===== config.mk =====
export PLATFORM = sky130hd
export DESIGN_NAME = mbox_doorbell_ctrl
export DESIGN_NICKNAME = d
export VERILOG_FILES = /design/src/rtl/mbx_pkg.sv /design/src/rtl/mbx_hostdec.sv /design/src/rtl/mbx_store.sv /design/src/rtl/mbx_flags.sv /design/src/rtl/mbx_lowest.sv /design/src/rtl/mbox_doorbell_ctrl.sv
export SDC_FILE = /design/constraint.sdc
export NUM_CORES = 2
export LEC_CHECK = 0
export CORE_MARGIN = 2
export CORE_UTILIZATION = 50
export DETAILED_ROUTE_END_ITERATION = 12
export DONT_BUFFER_PORTS = 1
export HOLD_SLACK_MARGIN = 0.03
export SLEW_MARGIN = 40
export SYNTH_ARGS = -nofsm -noshare
export SYNTH_HDL_FRONTEND = slang
export SYNTH_SLANG_ARGS = --single-unit

===== constraint.sdc =====
create_clock -name clk -period 3.51 [get_ports clk]
set_input_delay 0.351 -clock clk [delete_from_list [all_inputs] [get_ports clk]]
set_output_delay 0.351 -clock clk [all_outputs]
set_load 0.005 [all_outputs]

===== src/rtl/mbx_pkg.sv =====
package mbx_pkg;

  // Offsets of the control words above the mailbox data area
  typedef enum logic [1:0] {
    CR_PEND = 2'd0,
    CR_EN   = 2'd1,
    CR_LOW  = 2'd2,
    CR_NONE = 2'd3
  } ctrl_sel_e;

endpackage


===== src/rtl/mbx_hostdec.sv =====
module mbx_hostdec #(
  parameter int NUM_MBOX    = 32,
  parameter int MBOX_BYTES  = 8,
  parameter int STRIDE_BITS = 16,
  localparam int IDX_W   = $clog2(NUM_MBOX),
  localparam int LANE_W  = $clog2(MBOX_BYTES),
  localparam int DATA_W  = MBOX_BYTES * 8,
  localparam int HADDR_W = STRIDE_BITS + IDX_W
) (
  input  logic                  host_we,
  input  logic [HADDR_W-1:0]    host_addr,
  input  logic [DATA_W-1:0]     host_data,
  input  logic [MBOX_BYTES-1:0] host_be,
  input  logic                  host_swap,
  output logic                  in_win,
  output logic                  wr_en,
  output logic [IDX_W-1:0]      wr_idx,
  output logic [DATA_W-1:0]     lane_data,
  output logic [MBOX_BYTES-1:0] lane_be,
  output logic [NUM_MBOX-1:0]   set_vec
);

  // offset bits above the byte lane must all be zero
  assign in_win = (host_addr[STRIDE_BITS-1:LANE_W] == '0);
  assign wr_idx = host_addr[STRIDE_BITS +: IDX_W];
  assign wr_en  = host_we & in_win;

  always_comb begin
    set_vec = '0;
    if (wr_en) set_vec[wr_idx] = 1'b1;
  end

  // per-lane steering, mirrored when swap is requested
  for (genvar g = 0; g < MBOX_BYTES; g++) begin : g_lane
    localparam int MIR = MBOX_BYTES - 1 - g;
    assign lane_data[g*8 +: 8] = host_swap ? host_data[MIR*8 +: 8] : host_data[g*8 +: 8];
    assign lane_be[g]          = host_swap ? host_be[MIR] : host_be[g];
  end

endmodule


===== src/rtl/mbx_store.sv =====
module mbx_store #(
  parameter int NUM_MBOX   = 32,
  parameter int MBOX_BYTES = 8,
  parameter int FW_DW      = 32,
  localparam int IDX_W     = $clog2(NUM_MBOX),
  localparam int DATA_W    = MBOX_BYTES * 8,
  localparam int WORDS_PER = DATA_W / FW_DW,
  localparam int WSEL_W    = $clog2(WORDS_PER)
) (
  input  logic                  clk,
  input  logic                  wr_en,
  input  logic [IDX_W-1:0]      wr_idx,
  input  logic [DATA_W-1:0]     wr_data,
  input  logic [MBOX_BYTES-1:0] wr_be,
  input  logic [IDX_W-1:0]      rd_row,
  input  logic [WSEL_W-1:0]     rd_word,
  output logic [FW_DW-1:0]      rd_data
);

  logic [DATA_W-1:0] mem [NUM_MBOX];
  logic [DATA_W-1:0] row_q;
  logic [WSEL_W-1:0] word_q;

  // byte-enabled write port, no reset so it maps to block RAM
  always_ff @(posedge clk) begin
    if (wr_en) begin
      for (int b = 0; b < MBOX_BYTES; b++) begin
        if (wr_be[b]) mem[wr_idx][b*8 +: 8] <= wr_data[b*8 +: 8];
      end
    end
  end

  // registered read of a full row, word picked after the register
  always_ff @(posedge clk) begin
    row_q  <= mem[rd_row];
    word_q <= rd_word;
  end

  assign rd_data = row_q[word_q*FW_DW +: FW_DW];

endmodule


===== src/rtl/mbx_flags.sv =====
module mbx_flags #(
  parameter int NUM_MBOX = 32
) (
  input  logic                clk,
  input  logic                rst,
  input  logic [NUM_MBOX-1:0] set_vec,
  input  logic                clr_we,
  input  logic [NUM_MBOX-1:0] clr_mask,
  input  logic                en_we,
  input  logic [NUM_MBOX-1:0] en_data,
  output logic [NUM_MBOX-1:0] pend_o,
  output logic [NUM_MBOX-1:0] en_o,
  output logic                irq_o
);

  logic [NUM_MBOX-1:0] pend_q, en_q, pend_d, en_d;
  logic                irq_q;

  // set is applied after clear so a same-cycle hit stays pending
  always_comb begin
    pend_d = pend_q;
    if (clr_we) pend_d = pend_d & ~clr_mask;
    pend_d = pend_d | set_vec;
    en_d   = en_we ? en_data : en_q;
  end

  always_ff @(posedge clk) begin
    if (rst) begin
      pend_q <= '0;
      en_q   <= '0;
      irq_q  <= 1'b0;
    end else begin
      pend_q <= pend_d;
      en_q   <= en_d;
      irq_q  <= |(pend_d & en_d);
    end
  end

  assign pend_o = pend_q;
  assign en_o   = en_q;
  assign irq_o  = irq_q;


  set_wins_chk: assert property (@(posedge clk) disable iff (rst)
    (set_vec != '0) |=> ((pend_q & $past(set_vec)) == $past(set_vec)));


  clr_drops_chk: assert property (@(posedge clk) disable iff (rst)
    (clr_we && set_vec == '0) |=> ((pend_q & $past(clr_mask)) == '0));


  irq_match_chk: assert property (@(posedge clk) disable iff (rst)
    irq_q == |(pend_q & en_q));

endmodule


===== src/rtl/mbx_lowest.sv =====
module mbx_lowest #(
  parameter int NUM_MBOX = 32,
  localparam int IDX_W = $clog2(NUM_MBOX)
) (
  input  logic                clk,
  input  logic                rst,
  input  logic [NUM_MBOX-1:0] vec,
  output logic                valid,
  output logic [IDX_W-1:0]    idx
);

  // scan from the top so the lowest set bit is the last one kept
  always_comb begin
    valid = 1'b0;
    idx   = '0;
    for (int i = NUM_MBOX - 1; i >= 0; i--) begin
      if (vec[i]) begin
        valid = 1'b1;
        idx   = IDX_W'(i);
      end
    end
  end


  low_hit_chk: assert property (@(posedge clk) disable iff (rst)
    valid |-> vec[idx]);


  low_first_chk: assert property (@(posedge clk) disable iff (rst)
    valid |-> ((vec & ((NUM_MBOX'(1) << idx) - NUM_MBOX'(1))) == '0));


  low_none_chk: assert property (@(posedge clk) disable iff (rst)
    !valid |-> (vec == '0));

endmodule


===== src/rtl/mbox_doorbell_ctrl.sv =====
module mbox_doorbell_ctrl
  import mbx_pkg::*;
#(
  parameter int NUM_MBOX    = 32,
  parameter int MBOX_BYTES  = 8,
  parameter int STRIDE_BITS = 16,
  parameter int FW_DW       = 32,
  localparam int IDX_W      = $clog2(NUM_MBOX),
  localparam int DATA_W     = MBOX_BYTES * 8,
  localparam int HADDR_W    = STRIDE_BITS + IDX_W,
  localparam int WORDS_PER  = DATA_W / FW_DW,
  localparam int WSEL_W     = $clog2(WORDS_PER),
  localparam int DATA_AW    = $clog2(NUM_MBOX * WORDS_PER),
  localparam int FW_AW      = DATA_AW + 1,
  localparam int CTRL_BASE  = 2 ** DATA_AW
) (
  input  logic                  clk,
  input  logic                  rst,
  input  logic                  host_we,
  input  logic [HADDR_W-1:0]    host_addr,
  input  logic [DATA_W-1:0]     host_data,
  input  logic [MBOX_BYTES-1:0] host_be,
  input  logic                  host_swap,
  input  logic                  fw_we,
  input  logic [FW_AW-1:0]      fw_addr,
  input  logic [FW_DW-1:0]      fw_wdata,
  output logic [FW_DW-1:0]      fw_rdata,
  output logic                  irq
);

  logic                  in_win, wr_en;
  logic [IDX_W-1:0]      wr_idx;
  logic [DATA_W-1:0]     lane_data;
  logic [MBOX_BYTES-1:0] lane_be;
  logic [NUM_MBOX-1:0]   set_vec, pend, en;
  logic                  low_valid;
  logic [IDX_W-1:0]      low_idx;
  logic [FW_DW-1:0]      mbox_word;
  logic                  in_data_area, area_q;
  ctrl_sel_e             csel;
  logic [FW_DW-1:0]      ctrl_q;

  mbx_hostdec #(.NUM_MBOX(NUM_MBOX), .MBOX_BYTES(MBOX_BYTES), .STRIDE_BITS(STRIDE_BITS)) u_dec (
    .host_we(host_we), .host_addr(host_addr), .host_data(host_data),
    .host_be(host_be), .host_swap(host_swap), .in_win(in_win), .wr_en(wr_en),
    .wr_idx(wr_idx), .lane_data(lane_data), .lane_be(lane_be), .set_vec(set_vec)
  );

  mbx_store #(.NUM_MBOX(NUM_MBOX), .MBOX_BYTES(MBOX_BYTES), .FW_DW(FW_DW)) u_mem (
    .clk(clk), .wr_en(wr_en), .wr_idx(wr_idx), .wr_data(lane_data), .wr_be(lane_be),
    .rd_row(fw_addr[WSEL_W +: IDX_W]), .rd_word(fw_addr[WSEL_W-1:0]), .rd_data(mbox_word)
  );

  // control word decode
  assign in_data_area = ~fw_addr[FW_AW-1];
  always_comb begin
    if (fw_addr == FW_AW'(CTRL_BASE))          csel = CR_PEND;
    else if (fw_addr == FW_AW'(CTRL_BASE + 1)) csel = CR_EN;
    else if (fw_addr == FW_AW'(CTRL_BASE + 2)) csel = CR_LOW;
    else                                       csel = CR_NONE;
  end

  mbx_flags #(.NUM_MBOX(NUM_MBOX)) u_flags (
    .clk(clk), .rst(rst), .set_vec(set_vec),
    .clr_we(fw_we && csel == CR_PEND), .clr_mask(fw_wdata[NUM_MBOX-1:0]),
    .en_we(fw_we && csel == CR_EN), .en_data(fw_wdata[NUM_MBOX-1:0]),
    .pend_o(pend), .en_o(en), .irq_o(irq)
  );

  mbx_lowest #(.NUM_MBOX(NUM_MBOX)) u_low (
    .clk(clk), .rst(rst), .vec(pend & en), .valid(low_valid), .idx(low_idx)
  );

  always_ff @(posedge clk) begin
    if (rst) begin
      ctrl_q <= '0;
      area_q <= 1'b0;
    end else begin
      area_q <= in_data_area;
      unique case (csel)
        CR_PEND: ctrl_q <= FW_DW'(pend);
        CR_EN:   ctrl_q <= FW_DW'(en);
        CR_LOW:  ctrl_q <= {low_valid, (FW_DW-1-IDX_W)'(0), low_idx};
        default: ctrl_q <= '0;
      endcase
    end
  end

  assign fw_rdata = area_q ? mbox_word : ctrl_q;


  miss_quiet_chk: assert property (@(posedge clk) disable iff (rst)
    (host_we && !in_win) |=> ((pend & ~$past(pend)) == '0));


  hit_sets_chk: assert property (@(posedge clk) disable iff (rst)
    (host_we && in_win) |=> pend[$past(wr_idx)]);

endmodule


Word-level counts from Yosys, hierarchy flattened
Memory sizes are Yosys's and may differ from the RTL's. A register that Yosys moved wholly into a read port is not among the register bits.
Cells that the tools add are included.
{"block": "totals", "output_inout_bits": 33, "mem_bits_rw": 2048, "n_memories": 1, "inputBits": 137, "word_cells": 142, "regBits": 99}
{"memory": "u_mem.mem", "words": 32, "width": 64, "rd": 1, "rd_clocked_by_memory_dff": 1, "wr": 1, "line": "mbx_store.sv:20", "text": "logic [DATA_W-1:0] mem [NUM_MBOX];"}
{"block": "op_classes", "order_cmp": 2, "n_bitwise": 7, "mux": 114, "n_shift": 1, "n_reduce_logical": 6, "n_eq_ne": 5}
{"op": "$mux W5", "count": 32}
{"op": "$mux W32", "count": 4}
{"op": "$and A32 B32 Y32", "count": 3}
{"op": "$pmux W32 S3", "count": 1}
{"op": "$mux W1", "count": 66}
{"op": "$mux W8", "count": 8}
{"op": "$shiftx A64 B7 Y32", "count": 1}
{"op": "$not A32 Y32", "count": 1}
{"op": "$or A32 B32 Y32", "count": 1}
{"op": "$reduce_or A32 Y1", "count": 1}
{"op": "$eq A7 B7 Y1 const B", "count": 3}
{"op": "$logic_not A13 Y1", "count": 1}
{"op": "$lt A5 B6 Y1 const B", "count": 1}
{"op": "$demux W1 S5", "count": 1}
{"op": "$ge A5 B1 Y1 const B", "count": 1}
{"op": "$mux W2", "count": 2}
{"op": "$logic_and A1 B1 Y1", "count": 3}
{"op": "$eq A2 B1 Y1 const B", "count": 1}
{"op": "$eq A2 B2 Y1 const B", "count": 1}
{"op": "$logic_not A2 Y1", "count": 1}
{"op": "$and A1 B1 Y1", "count": 1}
{"op": "$not A1 Y1", "count": 1}

Logic depth before layout (Yosys ltp)
{"block": "logic_depth", "ltp_word": 34, "mapped_depth": 11, "mapped_depth_nobuf": 7}

By module
Synthesis repeated with hierarchy kept, for this count alone.
{"block": "hier_totals", "cells_unflattened": 4305, "area_unflattened_um2": 86223.9}
{"module": "mbx_store", "cells_each": 3615, "n_inst": 1, "area_each_um2": 80149.4, "seq_area_each_um2": 62800.2}
{"module": "mbx_flags", "cells_each": 260, "n_inst": 1, "area_each_um2": 2416.1, "seq_area_each_um2": 1301.2}
{"module": "mbox_doorbell_ctrl", "cells_each": 194, "n_inst": 1, "area_each_um2": 1898.1, "seq_area_each_um2": 660.6}
{"module": "mbx_hostdec", "cells_each": 171, "n_inst": 1, "area_each_um2": 1390.1, "seq_area_each_um2": 0.0}
{"module": "mbx_lowest", "cells_each": 65, "n_inst": 1, "area_each_um2": 370.4, "seq_area_each_um2": 0.0}

Worst setup path before layout
Ideal clock, no wire load.
{"block": "synth_timing", "kind": "input port to flip-flop", "from": "input port host_addr[14]", "to": "memory u_mem.mem[29][0] (netlist bit) (enable)", "path_stages": 5, "setup_ps": 370, "required_ps": 3140, "setup_slack_ps": 964, "path_buffers": 1, "arrival_time_ps": 2176, "path_cell_list": "or4_4 > buf_6 > nor4_4 > nand2_2 > nor2_1"}
{"block": "synth_between", "elab_chain_len": 4}
{"item": "start, declared", "line": "mbox_doorbell_ctrl.sv:20", "text": "input logic [HADDR_W-1:0] host_addr,"}
{"item": "$logic_not A13 Y1", "line": "mbx_hostdec.sv:24", "text": "assign in_win = (host_addr[STRIDE_BITS-1:LANE_W] == '0);"}
{"item": "$and A1 B1 Y1", "line": "mbx_hostdec.sv:26", "text": "assign wr_en = host_we & in_win;"}
{"item": "$mux W1", "line": "mbx_store.sv:26", "text": "if (wr_en) begin"}
{"item": "$mux W1 (not written as such)", "line": "mbx_store.sv:28", "text": "if (wr_be[b]) mem[wr_idx][b*8 +: 8] <= wr_data[b*8 +: 8];"}
{"item": "end, declared", "line": "mbx_store.sv:20"}
Every way passes these cells.

Worst setup path in the final report
{"block": "layout_timing", "from": "register u_mem.word_q", "to": "output port fw_rdata[4]"}
{"block": "layout_between", "elab_chain_len": 2}
{"item": "start, declared", "line": "mbx_store.sv:22", "text": "logic [WSEL_W-1:0] word_q;"}
{"item": "start signal, assigned", "line": "mbx_store.sv:36", "text": "word_q <= rd_word;"}
{"item": "$shiftx A64 B7 Y32", "line": "mbx_store.sv:39", "text": "assign rd_data = row_q[word_q*FW_DW +: FW_DW];"}
{"item": "$mux W32", "line": "mbox_doorbell_ctrl.sv:89", "text": "assign fw_rdata = area_q ? mbox_word : ctrl_q;"}
{"item": "end, declared", "line": "mbox_doorbell_ctrl.sv:27", "text": "output logic [FW_DW-1:0] fw_rdata,"}
Every way passes these cells.

==> flow_summary.yaml <==
run_status:
  outcome: "complete, no violations"
timing:
  report.final.hold_viol_count: 0
  layout_min_cycle_time_ns: 3.322
  final-max-slew-violation-count: 0
  worstMarginPinSlew_ns: 1.350
  setup_viol: 0
  unrepaired_setup_endpoints_after_global_routing: "false"
  clock-skew-final_ns: 0.02999
  max_slew_headroom: 0.1000
  maxClockFrequency_mhz: 301.0
  setup_total_negative_slack_ns: 0
  fin_crit_sh: 0.9464
job:
  max_cap_violations: 0
worst_setup_path:
  crit_top_cell: "buf_4"
  worstSetupStartpointType: "flip-flop"
  timing.setup.critical_path_class: "flip-flop to output port"
  critPathRequiredTime_ns: 3.16
  crit_fanout: 20
  ff2ff_setup_slack_ns: 0.78
  timing.critical_path.slowest_stage_cell: "dfxtp_2"
  crit_arrival_ns: 2.97
  r2r-start: "u_mem.mem[23][0]$_DFFE_PP_"
  end_kind: "output port"
  crit_start: "u_mem.word_q$_DFF_P_"
  crit_path_max_incr_delay_ns: 0.82
  critical_path.cell_chain: "buf_4 -> buf_4 -> mux2i_1 -> a21oi_1"
yosys:
  synth_ff_type: "edfxtp_1"
  async_reset_ff_frac: 0
  postSynthRegisterBits: 2211
  synth_seq_area_share: 0.7525
  netlist-cell-type-count: 60
  synth_enable_flop_cells: 2048
  syn-cell-area_um2: 86060
  synth_nets: 4541
  synth_warnings: 0
  synthesis.area_per_instance_um2: 19.54
  postSynthCellCount: 4404
global_route:
  globalRoute.busiestLayer: "met2"
  global_route.usage.met3: 0.05130
  antenna_found_initial: 16
  grt.met2_usage: 0.4208
  grt_start_max_net_pins: 626
  grt_util_met1: 0.3744
  grt.total_usage: 0.2642
  grt-ovfl-total: 0
  grt_pass1_vias: 43600
  global_route_wire_length_before_repair_um: 325200
floorplanning:
  placement_rows: 152
  die_area_um2: 175500
  core_area_um2: 171400
  fp.dieH_um: 418.9
  initial_core_util: 0.5022
  die_x_um: 418.9
  top_level_ports: 170
clocking:
  clkSlewWorstSetupHoldPaths_ns: 0.06
  num_clock_sinks: 2211
  htree_levels: 4
  number_of_buffers_inserted_by_post_cts_setup_repair: 0
  clk-insertion-delay-late_ns: 0.84
  cts_buffer_depth: 3
  tritoncts: "yes"
  cts_resized: 0
  ctsRootBufferMaster: "clkbuf_16"
  cts_buffers: 217
hold_path:
  hp-class: "input pin to flip-flop"
  min-delay-start: "host_be[7]"
cells_and_area:
  drive_above_1_share: 0.2698
  finish.utilization: 0.5787
  register_area_um2: 64760
  syn2layout_area_growth_pct: 15.23
  n_fill_cell: 12650
  final_net_count: 4948
  multi_input_area_um2: 20330
route:
  totalWireLength_um: 233500
  antenna_violating_nets_post_route: 0
  detail_route.first_pass.iterations: 5
  wl_per_cell_um: 31.87
  dr.first_iter.drc_count: 5479
  route.detailed.drc: 0
  total_number_of_vias: 44830
  detail_route.vias_per_cell: 6.117
power_and_ir_drop:
  ir_worst_vdd_mv: 0.4363
  total_leakage_power_nw: 32.79
  total_power_per_unit_cell_area_nw_per_um2: 556.4
placement:
  port-buffer-count: 0
  gp_routability_congestion: 0.8672
  dp.final_hpwl_um: 139000
-- flip-flops by register name, indices dropped and copies added, names as in the netlist --
signal / count
u_mem.row_q: 64
area_q: 1
ctrl_q: 32
u_mem.word_q: 1
u_flags.en_o: 32
u_mem.mem: 2048
u_flags.irq_o: 1
u_flags.pend_o: 32
-- cell usage after synthesis, drive strengths merged, types with 3 or more instances --
master | number | share of area
mux4 | 469 | 0.12
nand3 | 9 | 0.00052
or2 | 3 | 0.00022
nand4 | 3 | 0.00022
a221oi | 4 | 0.00041
a21oi | 139 | 0.0081
nor4 | 10 | 0.0014
o22ai | 72 | 0.0056
a22oi | 35 | 0.0031
nand2 | 163 | 0.0078
a21boi | 36 | 0.0034
nor2b | 10 | 0.00073
nor3 | 9 | 0.00076
o31ai | 48 | 0.0042
o221ai | 57 | 0.0058
mux2 | 111 | 0.015
dfxtp | 163 | 0.038
edfxtp | 2048 | 0.71
buf | 109 | 0.0063
mux2i | 259 | 0.030
a211oi | 13 | 0.0011
a22o | 5 | 0.00051
inv | 5 | 0.00022
o21ai | 47 | 0.0027
clkbuf | 152 | 0.0066
nor2 | 387 | 0.017
a222oi | 3 | 0.00035
or3 | 5 | 0.00036
nand2b | 6 | 0.00044
-- worst paths after layout --
check / end / cells past startpoint
setup / recovery: fw_rdata[4] / 4
hold / removal: u_mem.mem[19][57]$_DFFE_PP_ / 3
setup reg to reg: u_mem.row_q[0]$_DFF_P_ / 6
hold reg to reg: ctrl_q[6]$_SDFF_PP0_ / 2
-- power breakdown --
part | internal, mW | switching, mW
Clock | 13.5 | 9.76
Sequential | 29.1 | 0.0818
Combinational | 0.994 | 1.78
-- area by class of cell --
cell class | instances | area share
multi-input combinational | 1927 | 0.2050
clock inverter | 117 | 0.01172
clock buffer | 295 | 0.06050
tap | 2310 | 0.02915
inverter | 5 | 0.0002145
timing repair buffer | 449 | 0.03995
antenna | 14 | 0.0003533
sequential | 2211 | 0.6531
-- metal layers --
| metal | vias up | share of wire |
|---|---|---|
| met2 | 1825 | 0.48 |
| met4 | 6 | 0.027 |
| met5 | - | 0.00020 |
| met3 | 306 | 0.077 |
| li1 | 18850 | - |
| met1 | 23840 | 0.41 |
-- through the flow --
| stage | hold slack (ns) | instance area, um^2 | power [mW] | std cells | worst slack (ns) |
|---|---|---|---|---|---|
| 2_1_floorplan | 0.3787 | 86060 | 31.34 | 4404 | 0.9636 |
| 4_1_cts | 0.03166 | 98770 | 55.26 | 7301 | 0.2397 |
| 3_5_place_dp | 0.3856 | 90860 | 31.99 | 6823 | 0.2925 |
| 5_1_grt | 0.05421 | 99130 | 56.69 | 7317 | 0.04623 |
| 3_3_place_gp | 0.3851 | 90750 | 31.93 | 6815 | 0.006522 |
| 6_report | 0.09442 | 99160 | 55.18 | 7328 | 0.1882 |
-- critical path: cells and delay by family, from the launching register on --
kind	cells	cell delay, ns
flip-flops	1	0.82
buffers and inverters	2	0.62
multiplexers	1	0.49
AO/OA/AOI/OAI	1	0.18
-- logic make-up after synthesis --
kind of cell | share of synthesized area
buf+inv | 0.01311
mux | 0.1674
compound gates | 0.03671
flops | 0.7525
simple gates | 0.03026
-- placed cells by master, fill, tap and decap left out, types with 35 or more instances in the layout --
cell type,count
clkbuf_16,228
a21oi_1,139
edfxtp_1,2048
mux2i_1,251
clkinv_1,36
mux2_2,110
o22ai_1,67
mux4_2,469
clkinv_2,37
nand2_1,138
buf_4,358
o21ai_0,47
dlygate4sd3_1,59
dfxtp_1,161
o31ai_1,48
a22oi_1,35
o221ai_1,57
clkbuf_1,56
nor2_1,387
-- repair_timing --
action | CTS | global route
hold buffers | 66 | 0
setup endpoints to repair | 0 | 31
hold endpoints to repair | 164 | 0
(Power assumes the default switching activity.)
